File: src/rtl/adc_seq_pkg.sv
package adc_seq_pkg;

   typedef enum logic [1:0] {
      PH_IDLE = 2'd0,
      PH_SAMP = 2'd1,
      PH_CONV = 2'd2
   } phase_e;

   localparam int NFLG     = 3;
   localparam int FLG_SMP  = 0;
   localparam int FLG_REOC = 1;
   localparam int FLG_JEOC = 2;

   // conversion phase in half ADC cycles (12.5 cycles)
   localparam int CONV_HALF     = 25;
   localparam int SMP_HALF_MAX  = 1281;
   localparam int TMR_W         = $clog2(SMP_HALF_MAX + 1);

   // sampling length in half ADC cycles for a 3-bit code
   function automatic logic [TMR_W-1:0] smp_half(input logic [2:0] code);
      logic [TMR_W-1:0] t;
      case (code)
         3'd0:    t = TMR_W'(5);
         3'd1:    t = TMR_W'(13);
         3'd2:    t = TMR_W'(25);
         3'd3:    t = TMR_W'(49);
         3'd4:    t = TMR_W'(95);
         3'd5:    t = TMR_W'(185);
         3'd6:    t = TMR_W'(495);
         default: t = TMR_W'(1281);
      endcase
      return t;
   endfunction

endpackage

File: src/rtl/adc_smp_lut.sv
module adc_smp_lut
   import adc_seq_pkg::*;
#(
   parameter int NCH  = 19,
   parameter int CH_W = 5
) (
   input  logic [3*NCH-1:0]  smp_code,
   input  logic [CH_W-1:0]   ch,
   output logic [TMR_W-1:0]  ticks
);

   logic [TMR_W-1:0] per_ch [NCH];

   generate
      for (genvar g = 0; g < NCH; g++) begin : g_ch
         assign per_ch[g] = smp_half(smp_code[3*g +: 3]);
      end
   endgenerate

   always_comb begin
      ticks = smp_half(3'd0);
      for (int k = 0; k < NCH; k++) begin
         if (ch == CH_W'(k)) ticks = per_ch[k];
      end
   end

endmodule

File: src/rtl/adc_seq_list.sv
module adc_seq_list #(
   parameter int DEPTH = 16,
   parameter int CH_W  = 5,
   localparam int IW   = $clog2(DEPTH)
) (
   input  logic [DEPTH*CH_W-1:0] list,
   input  logic [IW-1:0]         idx_a,
   input  logic [IW-1:0]         idx_b,
   output logic [CH_W-1:0]       ch_a,
   output logic [CH_W-1:0]       ch_b
);

   logic [CH_W-1:0] ent [DEPTH];

   generate
      if ((1 << IW) != DEPTH) begin : g_bad_depth
         $error("adc_seq_list: DEPTH must be a power of two");
      end
      for (genvar g = 0; g < DEPTH; g++) begin : g_ent
         assign ent[g] = list[g*CH_W +: CH_W];
      end
   endgenerate

   assign ch_a = ent[idx_a];
   assign ch_b = ent[idx_b];

endmodule

File: src/rtl/adc_trig_cond.sv
module adc_trig_cond #(
   parameter bit EDGE = 1'b1
) (
   input  logic clk,
   input  logic rst_n,
   input  logic trig,
   input  logic en,
   output logic req
);

   logic trig_q;

   always_ff @(posedge clk or negedge rst_n) begin
      if (!rst_n) trig_q <= 1'b0;
      else        trig_q <= trig;
   end

   generate
      if (EDGE) begin : g_edge
         assign req = en & trig & ~trig_q;
      end else begin : g_level
         assign req = en & trig_q;
      end
   endgenerate

endmodule

File: src/rtl/adc_phase_timer.sv
module adc_phase_timer
   import adc_seq_pkg::*;
(
   input  logic             clk,
   input  logic             rst_n,
   input  logic             load,
   input  logic [TMR_W-1:0] load_val,
   output logic             zero
);

   logic [TMR_W-1:0] cnt;

   always_ff @(posedge clk or negedge rst_n) begin
      if (!rst_n)          cnt <= '0;
      else if (load)       cnt <= load_val;
      else if (cnt != '0)  cnt <= cnt - 1'b1;
   end

   assign zero = (cnt == '0);


   timer_load_chk: assert property (@(posedge clk) disable iff (!rst_n)
      load |=> (cnt == $past(load_val)));


   timer_floor_chk: assert property (@(posedge clk) disable iff (!rst_n)
      (!load && zero) |=> zero);

endmodule

File: src/rtl/adc_conv_stub.sv
module adc_conv_stub #(
   parameter int CH_W   = 5,
   parameter int DATA_W = 16
) (
   input  logic [CH_W-1:0]   ch,
   output logic [DATA_W-1:0] result
);

   localparam logic [DATA_W-1:0] MUL  = DATA_W'(32'h0421);
   localparam logic [DATA_W-1:0] XORV = DATA_W'(32'h5A00);

   assign result = (DATA_W'(ch) * MUL) ^ XORV;

endmodule

File: src/rtl/adc_seq_timer.sv
module adc_seq_timer
   import adc_seq_pkg::*;
#(
   parameter int NCH       = 19,
   parameter int CH_W      = 5,
   parameter int REG_DEPTH = 16,
   parameter int INJ_DEPTH = 4,
   parameter int DATA_W    = 16,
   parameter bit TRIG_EDGE = 1'b1,
   localparam int RL_W     = $clog2(REG_DEPTH),
   localparam int IL_W     = $clog2(INJ_DEPTH)
) (
   input  logic                      clk,
   input  logic                      rst_n,
   input  logic [3*NCH-1:0]          smp_code,
   input  logic [REG_DEPTH*CH_W-1:0] reg_list,
   input  logic [RL_W-1:0]           reg_len,
   input  logic [INJ_DEPTH*CH_W-1:0] inj_list,
   input  logic [IL_W-1:0]           inj_len,
   input  logic                      reg_sw_start,
   input  logic                      inj_sw_start,
   input  logic                      reg_trig,
   input  logic                      inj_trig,
   input  logic                      reg_trig_en,
   input  logic                      inj_trig_en,
   input  logic [NFLG-1:0]           flag_clr,
   input  logic [NFLG-1:0]           irq_en,
   output logic                      reg_start_bit,
   output logic                      inj_start_bit,
   output logic [NFLG-1:0]           flags,
   output logic                      irq,
   output logic [DATA_W-1:0]         reg_data,
   output logic [DATA_W-1:0]         inj_data
);

   localparam int IDX_W = (RL_W > IL_W) ? RL_W : IL_W;

   generate
      if (REG_DEPTH < 2 || REG_DEPTH > 16) begin : g_bad_reg
         $error("adc_seq_timer: REG_DEPTH out of range 2..16");
      end
      if (INJ_DEPTH < 2 || INJ_DEPTH > 16) begin : g_bad_inj
         $error("adc_seq_timer: INJ_DEPTH out of range 2..16");
      end
      if (NCH < 1 || NCH > (1 << CH_W)) begin : g_bad_nch
         $error("adc_seq_timer: NCH does not fit CH_W");
      end
      if (DATA_W < CH_W || DATA_W > 32) begin : g_bad_dw
         $error("adc_seq_timer: DATA_W out of range");
      end
   endgenerate

   phase_e            phase;
   logic              grp;          // 1 = injected list
   logic [IDX_W-1:0]  idx;

   logic              reg_trig_req, inj_trig_req;
   logic              reg_req, inj_req;
   logic              idle, acc, acc_grp;
   logic              samp_end, conv_end, last;
   logic              t_zero, t_load;
   logic [TMR_W-1:0]  t_val, ticks_nxt;
   logic              nxt_grp;
   logic [IDX_W-1:0]  nxt_idx;
   logic [CH_W-1:0]   reg_cur, reg_nxt, inj_cur, inj_nxt;
   logic [CH_W-1:0]   cur_ch, nxt_ch;
   logic [DATA_W-1:0] result;
   logic [NFLG-1:0]   set_v;

   // start requests
   adc_trig_cond #(.EDGE(TRIG_EDGE)) u_reg_trig (
      .clk(clk), .rst_n(rst_n), .trig(reg_trig), .en(reg_trig_en), .req(reg_trig_req));

   adc_trig_cond #(.EDGE(TRIG_EDGE)) u_inj_trig (
      .clk(clk), .rst_n(rst_n), .trig(inj_trig), .en(inj_trig_en), .req(inj_trig_req));

   assign reg_req = reg_sw_start | reg_trig_req;
   assign inj_req = inj_sw_start | inj_trig_req;
   assign idle    = (phase == PH_IDLE);
   assign acc     = idle & (reg_req | inj_req);
   assign acc_grp = inj_req;

   // list lookup: current entry and the entry the timer loads next
   assign nxt_grp = idle ? acc_grp : grp;
   assign nxt_idx = idle ? '0 : idx + 1'b1;

   adc_seq_list #(.DEPTH(REG_DEPTH), .CH_W(CH_W)) u_reg_list (
      .list(reg_list), .idx_a(idx[RL_W-1:0]), .idx_b(nxt_idx[RL_W-1:0]),
      .ch_a(reg_cur), .ch_b(reg_nxt));

   adc_seq_list #(.DEPTH(INJ_DEPTH), .CH_W(CH_W)) u_inj_list (
      .list(inj_list), .idx_a(idx[IL_W-1:0]), .idx_b(nxt_idx[IL_W-1:0]),
      .ch_a(inj_cur), .ch_b(inj_nxt));

   assign cur_ch = grp ? inj_cur : reg_cur;
   assign nxt_ch = nxt_grp ? inj_nxt : reg_nxt;

   adc_smp_lut #(.NCH(NCH), .CH_W(CH_W)) u_lut (
      .smp_code(smp_code), .ch(nxt_ch), .ticks(ticks_nxt));

   adc_conv_stub #(.CH_W(CH_W), .DATA_W(DATA_W)) u_stub (
      .ch(cur_ch), .result(result));

   // phase timing
   assign samp_end = (phase == PH_SAMP) & t_zero;
   assign conv_end = (phase == PH_CONV) & t_zero;
   assign last     = grp ? (idx[IL_W-1:0] == inj_len) : (idx[RL_W-1:0] == reg_len);
   assign t_load   = acc | samp_end | (conv_end & ~last);
   assign t_val    = samp_end ? TMR_W'(CONV_HALF - 1) : (ticks_nxt - 1'b1);

   adc_phase_timer u_timer (
      .clk(clk), .rst_n(rst_n), .load(t_load), .load_val(t_val), .zero(t_zero));

   always_ff @(posedge clk or negedge rst_n) begin
      if (!rst_n) begin
         phase <= PH_IDLE;
         grp   <= 1'b0;
         idx   <= '0;
      end else begin
         case (phase)
            PH_IDLE: if (acc) begin
               phase <= PH_SAMP;
               grp   <= acc_grp;
               idx   <= '0;
            end
            PH_SAMP: if (t_zero) phase <= PH_CONV;
            PH_CONV: if (t_zero) begin
               if (last) begin
                  phase <= PH_IDLE;
               end else begin
                  phase <= PH_SAMP;
                  idx   <= nxt_idx;
               end
            end
            default: phase <= PH_IDLE;
         endcase
      end
   end

   assign reg_start_bit = ~idle & ~grp;
   assign inj_start_bit = ~idle &  grp;

   // flags and results
   assign set_v[FLG_SMP]  = samp_end & ~grp;
   assign set_v[FLG_REOC] = conv_end & ~grp;
   assign set_v[FLG_JEOC] = conv_end &  grp;

   always_ff @(posedge clk or negedge rst_n) begin
      if (!rst_n) begin
         flags    <= '0;
         reg_data <= '0;
         inj_data <= '0;
      end else begin
         flags <= (flags & ~flag_clr) | set_v;
         if (set_v[FLG_REOC]) reg_data <= result;
         if (set_v[FLG_JEOC]) inj_data <= result;
      end
   end

   assign irq = |(flags & irq_en);


   smp_flag_reg_only_chk: assert property (@(posedge clk) disable iff (!rst_n)
      $rose(flags[FLG_SMP]) |-> $past(reg_start_bit));


   reg_start_ignored_chk: assert property (@(posedge clk) disable iff (!rst_n)
      (inj_start_bit && reg_req) |=> !reg_start_bit);


   inj_start_ignored_chk: assert property (@(posedge clk) disable iff (!rst_n)
      (reg_start_bit && inj_req) |=> !inj_start_bit);


   reg_data_hold_chk: assert property (@(posedge clk) disable iff (!rst_n)
      !set_v[FLG_REOC] |=> $stable(reg_data));


   reg_done_flag_chk: assert property (@(posedge clk) disable iff (!rst_n)
      $fell(reg_start_bit) |-> flags[FLG_REOC]);


   reoc_sticky_chk: assert property (@(posedge clk) disable iff (!rst_n)
      (flags[FLG_REOC] && !flag_clr[FLG_REOC]) |=> flags[FLG_REOC]);

endmodule

File: config.mk
export PLATFORM = sky130hd
export DESIGN_NAME = adc_seq_timer
export DESIGN_NICKNAME = d
export VERILOG_FILES = /design/src/rtl/adc_seq_pkg.sv /design/src/rtl/adc_smp_lut.sv /design/src/rtl/adc_seq_list.sv /design/src/rtl/adc_trig_cond.sv /design/src/rtl/adc_phase_timer.sv /design/src/rtl/adc_conv_stub.sv /design/src/rtl/adc_seq_timer.sv
export SDC_FILE = /design/constraint.sdc
export NUM_CORES = 1
export LEC_CHECK = 0
export BUFFER_PORTS_ARGS = -buffer_cell sky130_fd_sc_hd__buf_2
export CORE_MARGIN = 2
export CORE_UTILIZATION = 58
export DETAILED_ROUTE_END_ITERATION = 8
export GPL_TIMING_DRIVEN = 0
export HOLD_SLACK_MARGIN = 0.06
export PLACE_DENSITY = 0.89
export SLEW_MARGIN = 20
export SYNTH_ARGS = -nofsm -noshare
export SYNTH_HDL_FRONTEND = slang
export SYNTH_SLANG_ARGS = --single-unit
File: constraint.sdc
create_clock -name clk -period 6 [get_ports clk]
set_input_delay 0.9 -clock clk [delete_from_list [all_inputs] [get_ports clk]]
set_output_delay 0.9 -clock clk [all_outputs]
set_load 0.01 [all_outputs]
==> results of run 1 <==
==> synthesized netlist by cell type, types with 14 or more instances <==
library cell	number
nand2_1	83
clkbuf_1	56
a21oi_1	55
o21ai_0	44
nor2_1	40
dfrtp_1	39
mux2i_1	35
nor3_1	35
xor2_1	35
mux4_2	34
nand3_1	32
buf_4	27
inv_1	27
nor2b_1	20
xnor2_1	19
nand2b_1	18
buf_2	17
mux2_2	16
o31ai_1	15
a31oi_1	14
o22ai_1	14
==> cells by family (layout without fill, tap and decap cells) <==
kind of cell	count (synthesis)	count (layout)	share of synthesized area (%)
AOI/OAI and AO/OA	286	286	28.8
buffers and inverters	140	317	10.0
adders and majority gates	2	2	0.354
xor gates and xnor gates	55	55	6.92
muxes	87	87	18.7
other	1	3	0.0530
DFF	39	39	13.8
and+or+nand+nor	293	293	21.4
==> per-layer routing <==
metal	share of wire [%]	GRT usage (%)	vias to the layer above	routed length (um)
met5	0.037	0	-	10
li1	-	-	3750	-
met2	46	66.5	668	12300
met1	37	51.3	3902	9960
met4	4.7	15.1	2	1270
met3	12	8.58	131	3240
==> power by group <==
part / internal [mW] / switching, mW / total [mW]
Clock: 0.196 / 0.107 / 0.303
Sequential: 0.309 / 0.0362 / 0.345
Combinational: 0.704 / 1.25 / 1.96
Total: 1.21 / 1.40 / 2.61
==> worst min path at each step <==
stage | from | to | slack [ns] | cells past startpoint
after floorplan | inj_data[4] | inj_data[4] | 0.52 | 1
after global placement | inj_data[4] | inj_data[4] | 0.46 | 1
after detailed placement | reg_data[4] | reg_data[4] | 0.47 | 1
after CTS | reg_data[4] | reg_data[4] | 0.48 | 1
after global routing | inj_data[4] | inj_data[4] | 0.50 | 1
final | reg_data[4] | reg_data[4] | 0.48 | 1
==> stage by stage <==
stage                     utilization, %  setup WS, ns  hold slack, ns  instance area, um^2
after floorplan                        -          2.77           0.518                 7080
after global placement              67.8          1.71           0.460                 8110
after detailed placement            67.8          1.70           0.466                 8110
after CTS                           69.2          1.68           0.479                 8280
after global routing                69.2          1.31           0.504                 8280
final                               69.2          1.40           0.483                 8280
==> final cells by class <==
cell class | count | area (um^2) | share of cell area [%]
antenna | 1 | 2.50 | 0.0302
buffer | 112 | 603 | 7.28
clock buffer | 5 | 125 | 1.51
clock inverter | 3 | 43.8 | 0.529
inverter | 28 | 105 | 1.27
multi-input combinational | 725 | 5390 | 65.2
sequential | 39 | 976 | 11.8
tap | 147 | 184 | 2.22
timing repair buffer | 169 | 846 | 10.2
==> registers in the layout, indices dropped and copies added, names as in the netlist <==
signal,count
u_inj_trig.trig_q,1
flags,3
reg_data,8
idx,4
phase,2
u_reg_trig.trig_q,1
u_timer.cnt,11
inj_data,8
grp,1
==> out/metrics.cfg, run 1 <==
[sta]
slew_violations = 0
post-route-period-util_pct = 76.6
fmax_ghz = 0.217
rsz0062_at_grt = no
maxSlewHeadroom_pct = 39.2
setup_tns_ns = 0
setup_violations = 0
worst_slew_pin_slew_ns = 0.912
hold_violations = 0
min_period_ns = 4.60
skew_ns = 0.00713

[clocking]
cts_inserted_buffers = 5
clock_latency_ns = 0.28
cts_setup_buffers = 0
clk_pin_slew_ns = 0.06
ctsHoldBuffers = 0
cts_tree = yes
cts_buffer_depth = 2
root_buffer = clkbuf_16
cts_resized = 0
cts.sinks = 39
htree_levels = 2

[floorplanning]
num_rows = 40
core_um2 = 12000
die_h_um = 114
ioPinCount = 215
start_util_pct = 59.1
die-width_um = 114
die-area_um2 = 13100

[logic_synthesis]
netlist_instances = 903
netlist_top_cells_area = dfrtp_1 (14%), mux4_2 (11%), mux2i_1 (5.0%)
synth.yosys.seq_area_share_pct = 13.8
synth-edff-count = 0
yosys.area.top_type = dfrtp_1
ys_async_sr_fraction_pct = 100
ys_warn_count = 0
synth_top_area_share_pct = 13.8
ys_ff_latch = 39
synth_flop_cell = dfrtp_1
mappedNetlistArea_um2 = 7070
syn_area_per_cell_um2 = 7.83
synthDistinctLibCells = 93

[power]
ir_worst_vdd_mv = 0.222
p_leak_nw = 3.38
power_density_nw_per_um2 = 315
power_mw = 2.61

[setup_path]
path_max_fanout = 10
crit_type = flop to flop
worstReg2RegEnd = u_timer.cnt[5]
r2r_cells = 13
path_cells = ha_1 > xnor2_1 > nor2_1 > a211o_1 > a211o_1 > nand2_1 > buf_4 > clkbuf_1 > o211ai_1 > a32oi_1 > o22ai_1 > a21oi_1 > o21ai_1
r2r_slack_ns = 1.40
worstReg2RegStart = idx[0]
cp_top_family = compound AO/OA/AOI/OAI gates
crit_buf_inv = 2
slowest_delay_ns = 0.61
slowest_stage = xnor2_1
start_kind = flop
crit_end = u_timer.cnt[5]
path_depth = 13
crit_start = idx[0]
crit_required_ns = 6.15
cp_common_cell = a211o_1
arrival_ns = 4.75
crit_path_end_kind = flop

[layout]
fillCellCount = 1027
layout_commonest_cell = buf_2
layout.cells.non_filler = 1229
drive_above_1_share_pct = 28.1
layout_common_cells = buf_2 (186), nand2_1 (83), clkbuf_1 (56)
areaGrowthSynthToFinish_pct = 17.0
nets = 1259

[status]
status = completed

[place]
port_buffers = 169
hpwl_mm = 21.1
placedCellCount = 1220
place.gp.congestion = 1.04

[grt]
gr-total-overflow = 0
grt_pass1_vias = 7820
track_usage_pct = 40.1
antenna_found_initial = 2
grt_max_degree = 40
grt_first_pass_wirelength_mm = 41.3

[route]
dr.pass1.iters = 6
via_per_inst = 6.88
wl_per_cell_um = 21.8
postRouteAntennaNets = 0
vias = 8453
routed_wl_mm = 26.8
drc = 0
drtIter0Drc = 1077

[worst_hold_path]
hold_class = flop to flop

[job]
cap_violations = 0

(Power assumes the default switching activity.)
==> inputs of run 2 (changes only) <==
--- a/config.mk
+++ b/config.mk
@@ -7,11 +7,11 @@
 export LEC_CHECK = 0
 export BUFFER_PORTS_ARGS = -buffer_cell sky130_fd_sc_hd__buf_2
 export CORE_MARGIN = 2
-export CORE_UTILIZATION = 58
+export CORE_UTILIZATION = 54
 export DETAILED_ROUTE_END_ITERATION = 8
 export GPL_TIMING_DRIVEN = 0
 export HOLD_SLACK_MARGIN = 0.06
-export PLACE_DENSITY = 0.89
+export PLACE_DENSITY = 0.83
 export SLEW_MARGIN = 20
 export SYNTH_ARGS = -nofsm -noshare
 export SYNTH_HDL_FRONTEND = slang
==> constraint.sdc (replaced) <==
create_clock -name clk -period 4.35 [get_ports clk]
set_input_delay 0.6525 -clock clk [delete_from_list [all_inputs] [get_ports clk]]
set_output_delay 0.6525 -clock clk [all_outputs]
set_load 0.01 [all_outputs]
==> out/metrics.cfg, run 2 (same netlist as run 1, synthesis figures left out) <==
[setup_path]
arrival_ns = 4.45
path_cells = ha_1 > xor2_4 > nand2_1 > a221oi_1 > or3_1 > clkbuf_1 > a21o_1 > buf_4 > buf_2 > mux2i_1 > o22ai_1 > nor4_2 > o211a_1
worstReg2RegStart = idx[0]
start_kind = flop
crit_start = idx[0]
crit_path_end_kind = flop
slowest_stage = nor4_2
crit_type = flop to flop
slowest_delay_ns = 0.48
path_max_fanout = 10
crit_required_ns = 4.58

[grt]
antenna_found_initial = 2
track_usage_pct = 36.0
grt_max_degree = 40
gr-total-overflow = 0
grt_first_pass_wirelength_mm = 40.9
grt_pass1_vias = 7739

[sta]
worst_slew_pin_slew_ns = 0.857
setup_violations = 0
min_period_ns = 4.22
hold_violations = 0
skew_ns = 0.00398
rsz0062_at_grt = no
slew_violations = 0
worst_hold_slack_ns = 0.479
setup_tns_ns = 0
maxSlewHeadroom_pct = 42.9
fmax_ghz = 0.237
post-route-period-util_pct = 97.1

[power]
p_leak_nw = 3.42
ir_worst_vdd_mv = 0.235
power_mw = 3.64
power_density_nw_per_um2 = 432

[place]
hpwl_mm = 20.4
dpl_cell_area_um2 = 8140
port_buffers = 169
place.gp.congestion = 1.00

[clocking]
cts_inserted_buffers = 5
ctsHoldBuffers = 0
cts.sinks = 39
cts_tree = yes
cts_buffer_depth = 2
clock_latency_ns = 0.28
htree_levels = 2
clk_pin_slew_ns = 0.06
root_buffer = clkbuf_16

[job]
cap_violations = 0

[route]
via_per_inst = 6.69
routed_wl_mm = 26.4
drtIter0Drc = 1047
postRouteAntennaNets = 0
wl_per_cell_um = 21.0
drc = 0
dr.pass1.iters = 8
vias = 8435

[floorplanning]
ioPinCount = 215
start_util_pct = 55.6
die-width_um = 118
die_h_um = 118
die-area_um2 = 14000
num_rows = 41
core_um2 = 12700

[layout]
reg_top3 = u_timer.cnt (11), inj_data (8), reg_data (8)
top_register = u_timer.cnt
multi_input_area_um2 = 5460
stdcell_area_um2 = 8420
layout_commonest_cell = buf_2
layout_common_cells = buf_2 (186), nand2_1 (83), a21oi_1 (55)
drive_above_1_share_pct = 29.0
areaGrowthSynthToFinish_pct = 19.0
fillCellCount = 1138
register_area_um2 = 976
largest_reg_flops = 11
nets = 1265

[status]
status = completed

[worst_hold_path]
hold_class = input port to asynchronous set/reset pin

## run 2: metal layers
| metal | vias to the layer above | GRT usage [%] | wire length, um | part of all wire [%] |
|---|---|---|---|---|
| met5 | - | 0 | 10 | 0.038 |
| met4 | 2 | 13.2 | 1020 | 3.8 |
| met3 | 111 | 5.60 | 3020 | 11 |
| met2 | 614 | 58.8 | 12300 | 47 |
| met1 | 3936 | 48.2 | 10100 | 38 |
| li1 | 3772 | - | - | - |
## run 2: report_power, final
part,internal (mW),total [mW],leakage [nW],switching [mW]
registers,0.427,0.475,0.482,0.0481
logic,1.04,2.78,2.86,1.74
clock network,0.244,0.389,0.0761,0.145
total,1.71,3.64,3.42,1.93
## run 2: layout make-up
type	instances	share of cell area [%]
Antenna cell	1	0.0297
Buffer	112	7.19
Clock buffer	7	1.81
Clock inverter	1	0.0892
Inverter	28	1.25
Multi-Input combinational cell	725	64.9
Sequential cell	39	11.6
Tap cell	172	2.56
Timing Repair Buffer	175	10.6
## run 2: path summary, 6_finish.rpt
check                           depth (start not counted)               to  slack (ns)
worst min-delay path                                    1   u_timer.cnt[9]        0.48
worst max register to register                         13   u_timer.cnt[2]        0.13
min in group clk                                        1      inj_data[4]        0.49
worst min register to register                          1      inj_data[4]        0.49
max in group asynchronous                               1  u_timer.cnt[10]        3.33
worst max-delay path                                   13   u_timer.cnt[2]        0.13
## run 2: stage by stage
stage               instances  util [%]  worst slack (ns)
floorplan                 904         -              1.12
global placement         1245      64.0            0.0388
detailed placement       1245      64.0            0.0315
CTS                      1253      65.2            0.0104
global route             1260      66.2           0.00452
finish                   1260      66.2             0.127
## run 2: critical path: cells and delay by family (launching register included)
kind | cells | cell delay [ns]
buffers and inverters | 3 | 0.82
xor gates and xnor gates | 1 | 0.32
and+or+nand+nor | 3 | 0.90
DFF | 1 | 0.43
muxes | 1 | 0.33
AOI/OAI and AO/OA | 4 | 0.96
adders and majority gates | 1 | 0.38
## run 2: what timing repair did
| action | in CTS | in global routing |
|---|---|---|
| endpoints found under the setup margin | 0 | 8 |
| resized for setup | 0 | 15 |
| setup buffers | 0 | 6 |
